--- config.mk ---
export PLATFORM = sky130hd
export DESIGN_NAME = spdif_sample_fmt
export DESIGN_NICKNAME = d
export VERILOG_FILES = /design/src/rtl/sfmt_pkg.sv /design/src/rtl/sfmt_mode_reg.sv /design/src/rtl/sfmt_accept.sv /design/src/rtl/sfmt_pack.sv /design/src/rtl/sfmt_holding.sv /design/src/rtl/spdif_sample_fmt.sv
export SDC_FILE = /design/constraint.sdc
export NUM_CORES = 1
export LEC_CHECK = 0
export BUFFER_PORTS_ARGS = -buffer_cell sky130_fd_sc_hd__buf_2
export CAP_MARGIN = 30
export CORE_UTILIZATION = 46
export DETAILED_ROUTE_END_ITERATION = 8
export GPL_TIMING_DRIVEN = 0
export PLACE_DENSITY = 0.76
export SLEW_MARGIN = 20
export SYNTH_ARGS = -nofsm -noshare
export SYNTH_HDL_FRONTEND = slang
export SYNTH_SLANG_ARGS = --single-unit
--- constraint.sdc ---
create_clock -name clk -period 2.1 [get_ports clk]
set_clock_uncertainty 0.1 [all_clocks]
set_input_delay 0.42 -clock clk [delete_from_list [all_inputs] [get_ports clk]]
set_output_delay 0.42 -clock clk [all_outputs]
set_load 0.02 [all_outputs]
--- src/rtl/sfmt_pkg.sv ---
package sfmt_pkg;

    localparam int AUDIO_W = 24;
    localparam int WORD_W  = 32;
    localparam int MODE_W  = 16;
    localparam int NBYTES  = WORD_W / 8;

    typedef enum logic [1:0] {
        WID_24  = 2'd0,
        WID_20  = 2'd1,
        WID_16  = 2'd2,
        WID_RSV = 2'd3
    } width_e;

    typedef struct packed {
        logic   drop_blk_start;
        width_e width;
        logic   par_off;
        logic   big_end;
        logic   drop_invalid;
        logic   rx_on;
    } mode_t;

    typedef struct packed {
        logic [AUDIO_W-1:0] audio;
        logic               v;
        logic               u;
        logic               c;
        logic               p;
        logic               blk;
    } subframe_t;

    function automatic mode_t decode_mode(input logic [MODE_W-1:0] w);
        mode_t m;
        m.rx_on          = w[0];
        m.drop_invalid   = w[1];
        m.big_end        = w[2];
        m.par_off        = w[3];
        m.width          = width_e'(w[5:4]);
        m.drop_blk_start = w[8];
        return m;
    endfunction

    function automatic logic parity_odd(input subframe_t s);
        return ^{s.audio, s.v, s.u, s.c, s.p};
    endfunction

    function automatic logic [WORD_W-1:0] justify(input logic [AUDIO_W-1:0] a,
                                                  input width_e wd);
        logic [WORD_W-1:0] r;
        case (wd)
            WID_20:  r = WORD_W'(a[AUDIO_W-1:4]);
            WID_16:  r = WORD_W'(a[AUDIO_W-1:8]);
            default: r = WORD_W'(a);
        endcase
        return r;
    endfunction

endpackage

--- src/rtl/sfmt_mode_reg.sv ---
module sfmt_mode_reg
    import sfmt_pkg::*;
(
    input  logic              clk,
    input  logic              rst,
    input  logic              we,
    input  logic [MODE_W-1:0] wdata,
    output mode_t             mode
);
    mode_t mode_q;

    always_ff @(posedge clk) begin
        if (rst) begin
            mode_q <= '0;
        end else if (we) begin
            mode_q <= decode_mode(wdata);
        end
    end

    assign mode = mode_q;
endmodule

--- src/rtl/sfmt_accept.sv ---
module sfmt_accept
    import sfmt_pkg::*;
(
    input  mode_t     mode,
    input  logic      stb,
    input  subframe_t sf,
    output logic      load,
    output logic      par_fail
);
    logic live;
    logic bad_par;
    logic veto_valid;
    logic veto_blk;

    always_comb begin
        live       = stb && mode.rx_on;
        bad_par    = !mode.par_off && parity_odd(sf);
        veto_valid = mode.drop_invalid && sf.v;
        veto_blk   = mode.drop_blk_start && sf.blk;
        par_fail   = live && bad_par;
        load       = live && !bad_par && !veto_valid && !veto_blk;
    end
endmodule

--- src/rtl/sfmt_pack.sv ---
module sfmt_pack
    import sfmt_pkg::*;
(
    input  logic [AUDIO_W-1:0] audio,
    input  width_e             width,
    input  logic               big_end,
    output logic [WORD_W-1:0]  word
);
    logic [WORD_W-1:0] just;
    logic [WORD_W-1:0] swapped;

    assign just = justify(audio, width);

    for (genvar b = 0; b < NBYTES; b++) begin : g_swap
        assign swapped[8*b +: 8] = just[8*(NBYTES-1-b) +: 8];
    end

    assign word = big_end ? swapped : just;
endmodule

--- src/rtl/sfmt_holding.sv ---
module sfmt_holding
    import sfmt_pkg::*;
(
    input  logic              clk,
    input  logic              rst,
    input  logic              load,
    input  logic [WORD_W-1:0] word_in,
    input  logic              par_fail,
    input  logic              hold_rd,
    input  logic              stat_rd,
    output logic [WORD_W-1:0] hold_word,
    output logic              rdy,
    output logic              ovr,
    output logic              perr
);
    logic [WORD_W-1:0] word_q;
    logic              rdy_q;
    logic              ovr_q;
    logic              perr_q;
    logic              ovr_set;

    assign ovr_set = load && rdy_q && !hold_rd;

    always_ff @(posedge clk) begin
        if (rst) begin
            word_q <= '0;
            rdy_q  <= 1'b0;
        end else if (load) begin
            word_q <= word_in;
            rdy_q  <= 1'b1;
        end else if (hold_rd) begin
            rdy_q  <= 1'b0;
        end
    end

    always_ff @(posedge clk) begin
        if (rst) begin
            ovr_q  <= 1'b0;
            perr_q <= 1'b0;
        end else begin
            if (ovr_set)      ovr_q <= 1'b1;
            else if (stat_rd) ovr_q <= 1'b0;
            if (par_fail)     perr_q <= 1'b1;
            else if (stat_rd) perr_q <= 1'b0;
        end
    end

    assign hold_word = word_q;
    assign rdy       = rdy_q;
    assign ovr       = ovr_q;
    assign perr      = perr_q;
endmodule

--- src/rtl/spdif_sample_fmt.sv ---
module spdif_sample_fmt
    import sfmt_pkg::*;
(
    input  logic               clk,
    input  logic               rst,
    input  logic               mode_we,
    input  logic [MODE_W-1:0]  mode_wdata,
    input  logic               sf_stb,
    input  logic [AUDIO_W-1:0] sf_audio,
    input  logic               sf_v,
    input  logic               sf_u,
    input  logic               sf_c,
    input  logic               sf_p,
    input  logic               sf_blk,
    input  logic               hold_rd,
    input  logic               stat_rd,
    output logic [WORD_W-1:0]  hold_word,
    output logic               rx_ready,
    output logic               parity_err,
    output logic               overrun
);
    mode_t             mode;
    subframe_t         sf;
    logic              load;
    logic              par_fail;
    logic [WORD_W-1:0] packed_word;

    assign sf = '{audio: sf_audio, v: sf_v, u: sf_u, c: sf_c, p: sf_p, blk: sf_blk};

    sfmt_mode_reg u_mode (
        .clk   (clk),
        .rst   (rst),
        .we    (mode_we),
        .wdata (mode_wdata),
        .mode  (mode)
    );

    sfmt_accept u_accept (
        .mode     (mode),
        .stb      (sf_stb),
        .sf       (sf),
        .load     (load),
        .par_fail (par_fail)
    );

    sfmt_pack u_pack (
        .audio   (sf_audio),
        .width   (mode.width),
        .big_end (mode.big_end),
        .word    (packed_word)
    );

    sfmt_holding u_hold (
        .clk       (clk),
        .rst       (rst),
        .load      (load),
        .word_in   (packed_word),
        .par_fail  (par_fail),
        .hold_rd   (hold_rd),
        .stat_rd   (stat_rd),
        .hold_word (hold_word),
        .rdy       (rx_ready),
        .ovr       (overrun),
        .perr      (parity_err)
    );
endmodule

* Word-level counts from Yosys, hierarchy flattened
Cells that the tools add are included. W data, S select, Z words.
Operators by class: eq/ne operators 2, muxes and demuxes 7, reductions and logical operators 19
Operators by type and width (count):
- $pmux W24 S2 | 1
- $mux W32 | 1
- $reduce_xor A28 Y1 | 1
- $logic_and A1 B1 Y1 | 10
- $reduce_bool A2 Y1 | 3
- $logic_not A1 Y1 | 5
- $mux W1 | 5
- $eq A2 B1 Y1 const B | 1
- $eq A2 B2 Y1 const B | 1
Word-level totals: register bits after elaboration 42, input port bits 51, output and inout bits 35, word-level logic and storage cells 38

* Longest topological paths before layout
Gate-level depths: netlist of the first run.
word-level depth 9, depth in mapped cells 9, depth with buffers taken out 8

* Hierarchy
From an unflattened synthesis of the first run, not the netlist that was laid out.
Unflattened totals: cells, all modules 275, area, all modules 2633.8 um^2
Modules (own cells, without submodules):
- sfmt_holding | instances 1, cells an instance 115, area an instance 1307.5 um^2, sequential area each 700.7 um^2
- sfmt_pack | instances 1, cells an instance 108, area an instance 788.3 um^2, sequential area each 0.0 um^2
- sfmt_accept | instances 1, cells an instance 30, area an instance 290.3 um^2, sequential area each 0.0 um^2
- sfmt_mode_reg | instances 1, cells an instance 22, area an instance 247.7 um^2, sequential area each 140.1 um^2

* Worst setup path before layout of the first run
No wires, ideal clock.
kind in2reg, from input sf_audio[21], to register u_hold.word_q[16] (netlist: u_hold.hold_word[16]), arrival time 1974 ps, data required time 1878 ps, path slack -96 ps, stages 8, buffers on the path 2, cells stage by stage xnor2_1 -> xnor2_2 -> xnor3_1 -> xnor3_2 -> nand2b_1 -> buf_6 -> buf_6 -> a221o_1
Between the ends: word-level cells in the longest chain between the ends 6
RTL lines:
- from (decl) | RTL line spdif_sample_fmt.sv:9 | input logic [AUDIO_W-1:0] sf_audio,
- $reduce_xor A28 Y1 | RTL line sfmt_pkg.sv:45 | return ^{s.audio, s.v, s.u, s.c, s.p};
- $logic_and A1 B1 Y1 | RTL line sfmt_accept.sv:17 | bad_par = !mode.par_off && parity_odd(sf);
- $logic_not A1 Y1 | RTL line sfmt_accept.sv:21 | load = live && !bad_par && !veto_valid && !veto_blk;
- $logic_and A1 B1 Y1 (3 in a row) | RTL line sfmt_accept.sv:21
- to (signal assigned) | RTL line sfmt_holding.sv:29 | word_q <= word_in;
- to (decl) | RTL line sfmt_holding.sv:16 | logic [WORD_W-1:0] word_q;
No other way between the ends. A chain may end at the register's enable or synchronous reset.

* Worst setup path in the final report of the first run
from input sf_v, to register u_hold.word_q[17] (netlist: u_hold.hold_word[17])
Between the ends: word-level cells in the longest chain between the ends 6, elaborated cells between the ends (all ways) 8, those cells by class reduce/logical (8)
RTL lines:
- from (decl) | RTL line spdif_sample_fmt.sv:10 | input logic sf_v,
- $reduce_xor A28 Y1 | RTL line sfmt_pkg.sv:45
- $logic_and A1 B1 Y1 | RTL line sfmt_accept.sv:17
- $logic_not A1 Y1 | RTL line sfmt_accept.sv:21
- $logic_and A1 B1 Y1 | RTL line sfmt_accept.sv:21
- $logic_and A1 B1 Y1 (*) (2 in a row) | RTL line sfmt_accept.sv:21
Mark *: on every way between the ends. The rest lies on a longest branch, timed or not.

==> results of run 1 <==
## flip-flops by register name, summed over array words and instances (netlist names)
signal            flops
u_mode.mode           7
u_hold.perr           1
u_hold.ovr            1
u_hold.rdy            1
u_hold.hold_word     32
## per-layer routing
layer	global-route usage [%]	vias to the layer above
li1	-	1435
met1	32.6	1427
met2	44.7	115
met3	5.58	21
met4	11.9	0
met5	0	-
## cells in the mapped netlist, types with 3 or more instances
library cell	number
a211oi_1	3
mux2i_1	7
a221oi_1	5
and3_1	16
nor2_1	41
inv_1	8
a22oi_1	24
nand2_1	41
buf_2	4
clkbuf_1	25
nor3b_1	3
a221o_1	19
o21ai_0	15
dfxtp_1	42
xnor2_1	21
a21oi_1	17
o221ai_1	16
nand3_1	16
## repair_timing
action / in CTS / in global routing
resized for setup: 47 / 46
pin swaps: 11 / 8
buffers inserted: 3 / 1
setup endpoints to repair: 33 / 34
gates cloned: 2 / 1
## power by group through the flow
stage	Clock, mW	Sequential, mW	Combinational, mW
final	0.538	0.924	2.21
after global placement	0	0.936	1.43
after global routing	0.577	0.933	2.31
after detailed placement	0	0.939	1.46
after floorplan	0	1.01	0.960
after CTS	0.535	0.921	1.95
## final timing paths
path | start | to | slack, ns | cells after the start
setup / recovery | sf_v | u_hold.hold_word[17]$_SDFFE_PP0P_ | -0.07 | 9
hold / removal | mode_wdata[0] | u_mode.mode[0]$_SDFFE_PP0P_ | 0.25 | 3
setup reg to reg | u_mode.mode[5]$_SDFFE_PP0P_ | u_hold.hold_word[11]$_SDFFE_PP0P_ | 0.07 | 9
hold reg to reg | u_hold.perr$_SDFFE_PP0P_ | u_hold.perr$_SDFFE_PP0P_ | 0.34 | 2
## worst max-delay path, delay by kind of cell
kind | cells | cell delay [ns]
compound gates | 1 | 0.31
buf+inv | 3 | 0.38
simple gates | 1 | 0.07
xor+xnor | 4 | 1.06
## kinds of logic (layout without fill, tap and decap cells)
group,Yosys count,count (layout)
simple gates,124,124
compound gates,101,101
flops,42,42
buf+inv,40,129
xor+xnor,25,25
mux,7,7
fa+ha+maj,2,2
## metrics by stage
stage               instances  TNS, ns  hold slack [ns]  utilization [%]
floorplan                 341   -0.452            0.349                -
global placement          488   -11.69            0.323             57.5
detailed placement        488   -12.18            0.326             57.5
CTS                       500   -0.412            0.252             62.6
global route              502    -1.90            0.252             65.5
finish                    502   -0.585            0.247             65.5
## area by class of cell
type / count / area, sq um / area share (%)
plain buffers: 31 / 201 / 5.55
clock buffers: 6 / 72.6 / 2.00
clock inverters: 2 / 13.8 / 0.379
inverters: 8 / 30.0 / 0.828
multi-input cells: 259 / 1880 / 51.7
flip-flops and latches: 42 / 845 / 23.3
well taps: 72 / 90.1 / 2.48
repair buffers: 82 / 499 / 13.8
==> flow_summary.toml, run 1 <==
[synthesis]
synth_top_family_by_area = "compound AO/OA/AOI/OAI gates"
synth_compound_area_share_pct = 28.2
synth_nets = 394
synthFlopType = "dfxtp_1"
synthMuxAreaShare_pct = 2.63
synth_fa_ha_area_share_pct = 0.939
synthCells = 341
synth.area.top_cells = "dfxtp_1, a221o_1, xnor2_1, a22oi_1, nand2_1"
synth-xor-area-share_pct = 9.57
synth_edf_count = 0
yosysSeqAreaShare_pct = 31.5
ys_async_sr_fraction_pct = 0
synth_area_per_cell_sq_um = 7.82
yosys.area.top_type = "dfxtp_1"
synth_area_sq_um = 2670
synth_cell_types = 32
synth-simple-area-share_pct = 20.7
ys_ff_latch = 42
synth_warnings = 0
yosysTopAreaCellShare_pct = 31.5

[floorplanning]
num_rows = 27
dieHeight_um = 78.1
core_sq_um = 5540
die_w_um = 78.1
die_area_sq_um = 6110
io_pins = 86
initial_core_util_pct = 48.1

[worst_setup_path]
path_class = "in -> reg"
crit_chain = "buf_8 > xnor2_4 > xnor2_2 > xnor3_1 > xnor3_2 > nand2b_4 > buf_6 > buf_8 > a221o_1"
crit_path_max_fanout = 6
cp-start-kind = "input port"
cpMostUsedCell = "buf_8"
worstPathRequired_ns = 2.19
endpoint_kind = "flop"
arrival_ns = 2.26
max_stage_delay_ns = 0.41
cpMaxStageDelayCell = "xnor3_1"

[clocking]
ctsHtreeMaxLevel = 2
cts_inserted_buffers = 5
cts_tree = "built"
cts_root_buffer = "clkbuf_8"
worstSkewPairLatency_ns = 0.30
cts_hold_buf = 0
clk_path_buf_depth = 2
path_clk_slew_ns = 0.09
clock_sinks = 42

[cells_and_area]
n_fill_cell = 502
area_growth_pct = 36.1
drive_gt1_share_pct = 32.3
stdcell_area_sq_um = 3630
final_common_cell = "buf_2"
layout.cells.most_common_list = "buf_2, nand2_1, dfxtp_1"
nets = 482
n_antenna_cell = 0

[power]
pwr-share-clk_pct = 14.7
p_int_mw = 2.14
power_mw = 3.67
seqPwrFrac_pct = 25.2
ir_worst_vdd_v = 0.000564
combPwrFrac_pct = 60.2
p_sw_mw = 1.53
p_per_area_nw_per_um2 = 1010
swShare_pct = 41.8
leakagePower_nw = 1.62

[routing]
dr.pass1.iters = 5
ant_nets = 0
route.detailed.drc = 0
wl_per_cell_um = 16.9
drt_wl_total_um = 8470
top_layer_used = "met4"
first_iter_violations = 280
viasPerCell = 5.97
wl_met2_um = 4160
met1_length_um = 3690
via_count = 2998
met3_length_um = 420

[sta]
finalSetupViolCount = 19
grt_setup_unrepaired = "true"
fin_ws_ns = -0.0718
timing.fmax_mhz = 460
fin_crit_sh_pct = 103
finalCriticalPeriod_ns = 2.17
maxSlewHeadroom_pct = 61.9
hold_viol = 0
worstMarginPinSlew_ns = 0.569
finalMaxSlewViolations = 0

[placement]
gp_congestion = 0.894
post-place-ws_ns = -0.421
placed_area_sq_um = 3180
io_buffers = 75
place_hpwl_um = 5910

[grt]
first_global_vias = 2751
grt_max_degree = 14
grt-ovfl-total = 0
grt_pass1_wl_um = 12900
grtUsageTotal_pct = 26.6
antenna_found_initial = 0

[status]
status = "complete, but fails checks"
violations = "negative setup slack"

[worst_hold_path]
hp-class = "in -> reg"

[run]
drv_cap = 0
(Power assumes the default switching activity.)
==> run 2, diff against run 1 <==
- PLACE_DENSITY: 0.76 -> 0.87
- RECOVER_POWER: not set -> 50
==> flow_summary.toml, run 2 (synthesis results as in run 1) <==
[status]
status = "complete, but fails checks"
violations = "negative setup slack"

[worst_setup_path]
worstPathRequired_ns = 2.21
setup.worst_path.end = "u_hold.hold_word[22]$_SDFFE_PP0P_"
crit_path_max_fanout = 5
worstReg2RegStart = "u_mode.mode[5]$_SDFFE_PP0P_"
rr_worst_depth = 9
cp-start-kind = "input port"
arrival_ns = 2.50
endpoint_kind = "flop"
path_class = "in -> reg"
startpoint = "sf_audio[6]"
r2r-end = "u_hold.hold_word[11]$_SDFFE_PP0P_"
rrSetupSlack_ns = 0.02

[placement]
place_hpwl_um = 6000
io_buffers = 75
gp_congestion = 0.899

[floorplanning]
die_area_sq_um = 6110
num_rows = 27
dieHeight_um = 78.1
initial_core_util_pct = 48.1
die_w_um = 78.1
io_pins = 86
core_sq_um = 5540

[routing]
route.detailed.drc = 0
viasPerCell = 6.61
first_iter_violations = 389
ant_nets = 0
wl_per_cell_um = 20.0
drt_wl_total_um = 10100
via_count = 3327
dr.pass1.iters = 6

[cells_and_area]
n_fill_cell = 445
nets = 483
area_growth_pct = 41.2
seq_area_sq_um = 843
multi_input_area_sq_um = 1980
final_common_cell = "clkbuf_1"
drive_gt1_share_pct = 28.3
n_antenna_cell = 0
largest_reg_flops = 32
layout.cells.most_common_list = "clkbuf_1, nand2_1, dfxtp_1"

[power]
ir_worst_vdd_v = 0.000639
leakagePower_nw = 1.55
p_per_area_nw_per_um2 = 1010

[sta]
tns_ns = -8.49
fin_ws_ns = -0.287
grt_setup_unrepaired = "true"
finalMaxSlewViolations = 0
finalCriticalPeriod_ns = 2.39
worstMarginPinSlew_ns = 0.569
whs_ns = 0.254
fin_crit_sh_pct = 114
timing.fmax_mhz = 419
finalSetupViolCount = 35
maxSlewHeadroom_pct = 61.9
hold_viol = 0

[grt]
grt_pass1_wl_um = 13400
grt_max_degree = 13
first_global_vias = 2770
antenna_found_initial = 0
grtUsageTotal_pct = 28.0
grt-ovfl-total = 0

[clocking]
cts_tree = "built"
worstSkewPairLatency_ns = 0.32
clock_sinks = 42
path_clk_slew_ns = 0.09
clk_path_buf_depth = 2
cts_inserted_buffers = 5
ctsHtreeMaxLevel = 2
cts_hold_buf = 0
cts_root_buffer = "clkbuf_8"

[run]
drv_cap = 0

[worst_hold_path]
hp-class = "in -> reg"
run 2: worst min-delay path by stage:
stage / end / startpoint / slack (ns) / depth (start not counted)
2_1_floorplan: u_hold.perr$_SDFFE_PP0P_ / u_mode.mode[0]$_SDFFE_PP0P_ / 0.35 / 2
3_3_place_gp: u_hold.perr$_SDFFE_PP0P_ / u_hold.perr$_SDFFE_PP0P_ / 0.32 / 2
3_5_place_dp: u_hold.perr$_SDFFE_PP0P_ / u_hold.perr$_SDFFE_PP0P_ / 0.33 / 2
4_1_cts: u_mode.mode[4]$_SDFFE_PP0P_ / mode_wdata[4] / 0.24 / 3
5_1_grt: u_mode.mode[5]$_SDFFE_PP0P_ / mode_wdata[5] / 0.25 / 3
6_report: u_mode.mode[5]$_SDFFE_PP0P_ / mode_wdata[5] / 0.25 / 3
run 2: final cells by class:
type | instances | area share, %
clock inverter | 1 | 0.133
sequential | 42 | 22.4
timing repair buffer | 83 | 14.0
clock buffer | 7 | 2.29
multi-input combinational | 259 | 52.5
buffer | 31 | 5.45
tap | 72 | 2.39
inverter | 8 | 0.798
run 2: per-stage QoR:
step / std cells / worst slack, ns / instance area [sq um] / power (mW) / utilization, %
2_1_floorplan: 341 / -0.0402 / 2720 / 1.97 / -
4_1_cts: 496 / 0.000600 / 3380 / 3.14 / 61.1
3_5_place_dp: 488 / -0.419 / 3180 / 2.41 / 57.5
5_1_grt: 503 / -0.272 / 3760 / 3.92 / 68.0
6_report: 503 / -0.287 / 3760 / 3.80 / 68.0
3_3_place_gp: 488 / -0.368 / 3180 / 2.36 / 57.5
run 2: worst max-delay path, stage by stage:
cell,delay (ns)
buf_2,0.12
xor2_1,0.41
xnor2_2,0.17
xnor2_2,0.27
xnor3_2,0.49
buf_4,0.20
and3_1,0.16
a221o_1,0.25
run 2: timing repair:
item | CTS | global route
pin swaps | 2 | 4
gates resized for setup | 43 | 94
setup buffers | 1 | 4
gates cloned | 0 | 3
endpoints found under the setup margin | 33 | 33
run 2: power by group:
part	internal, mW	leakage, nW	switching [mW]
clock	0.266	0.0482	0.315
combinational	1.01	1.16	1.27
sequential	0.871	0.341	0.0582
run 2: per-layer routing:
layer  up-vias  track usage (%)  wire length [um]
li1       1439                -                 -
met1      1520             34.3              3480
met2       298             46.5              4750
met3        70             4.42              1130
met4         0             15.7               691
met5         -                0                 0
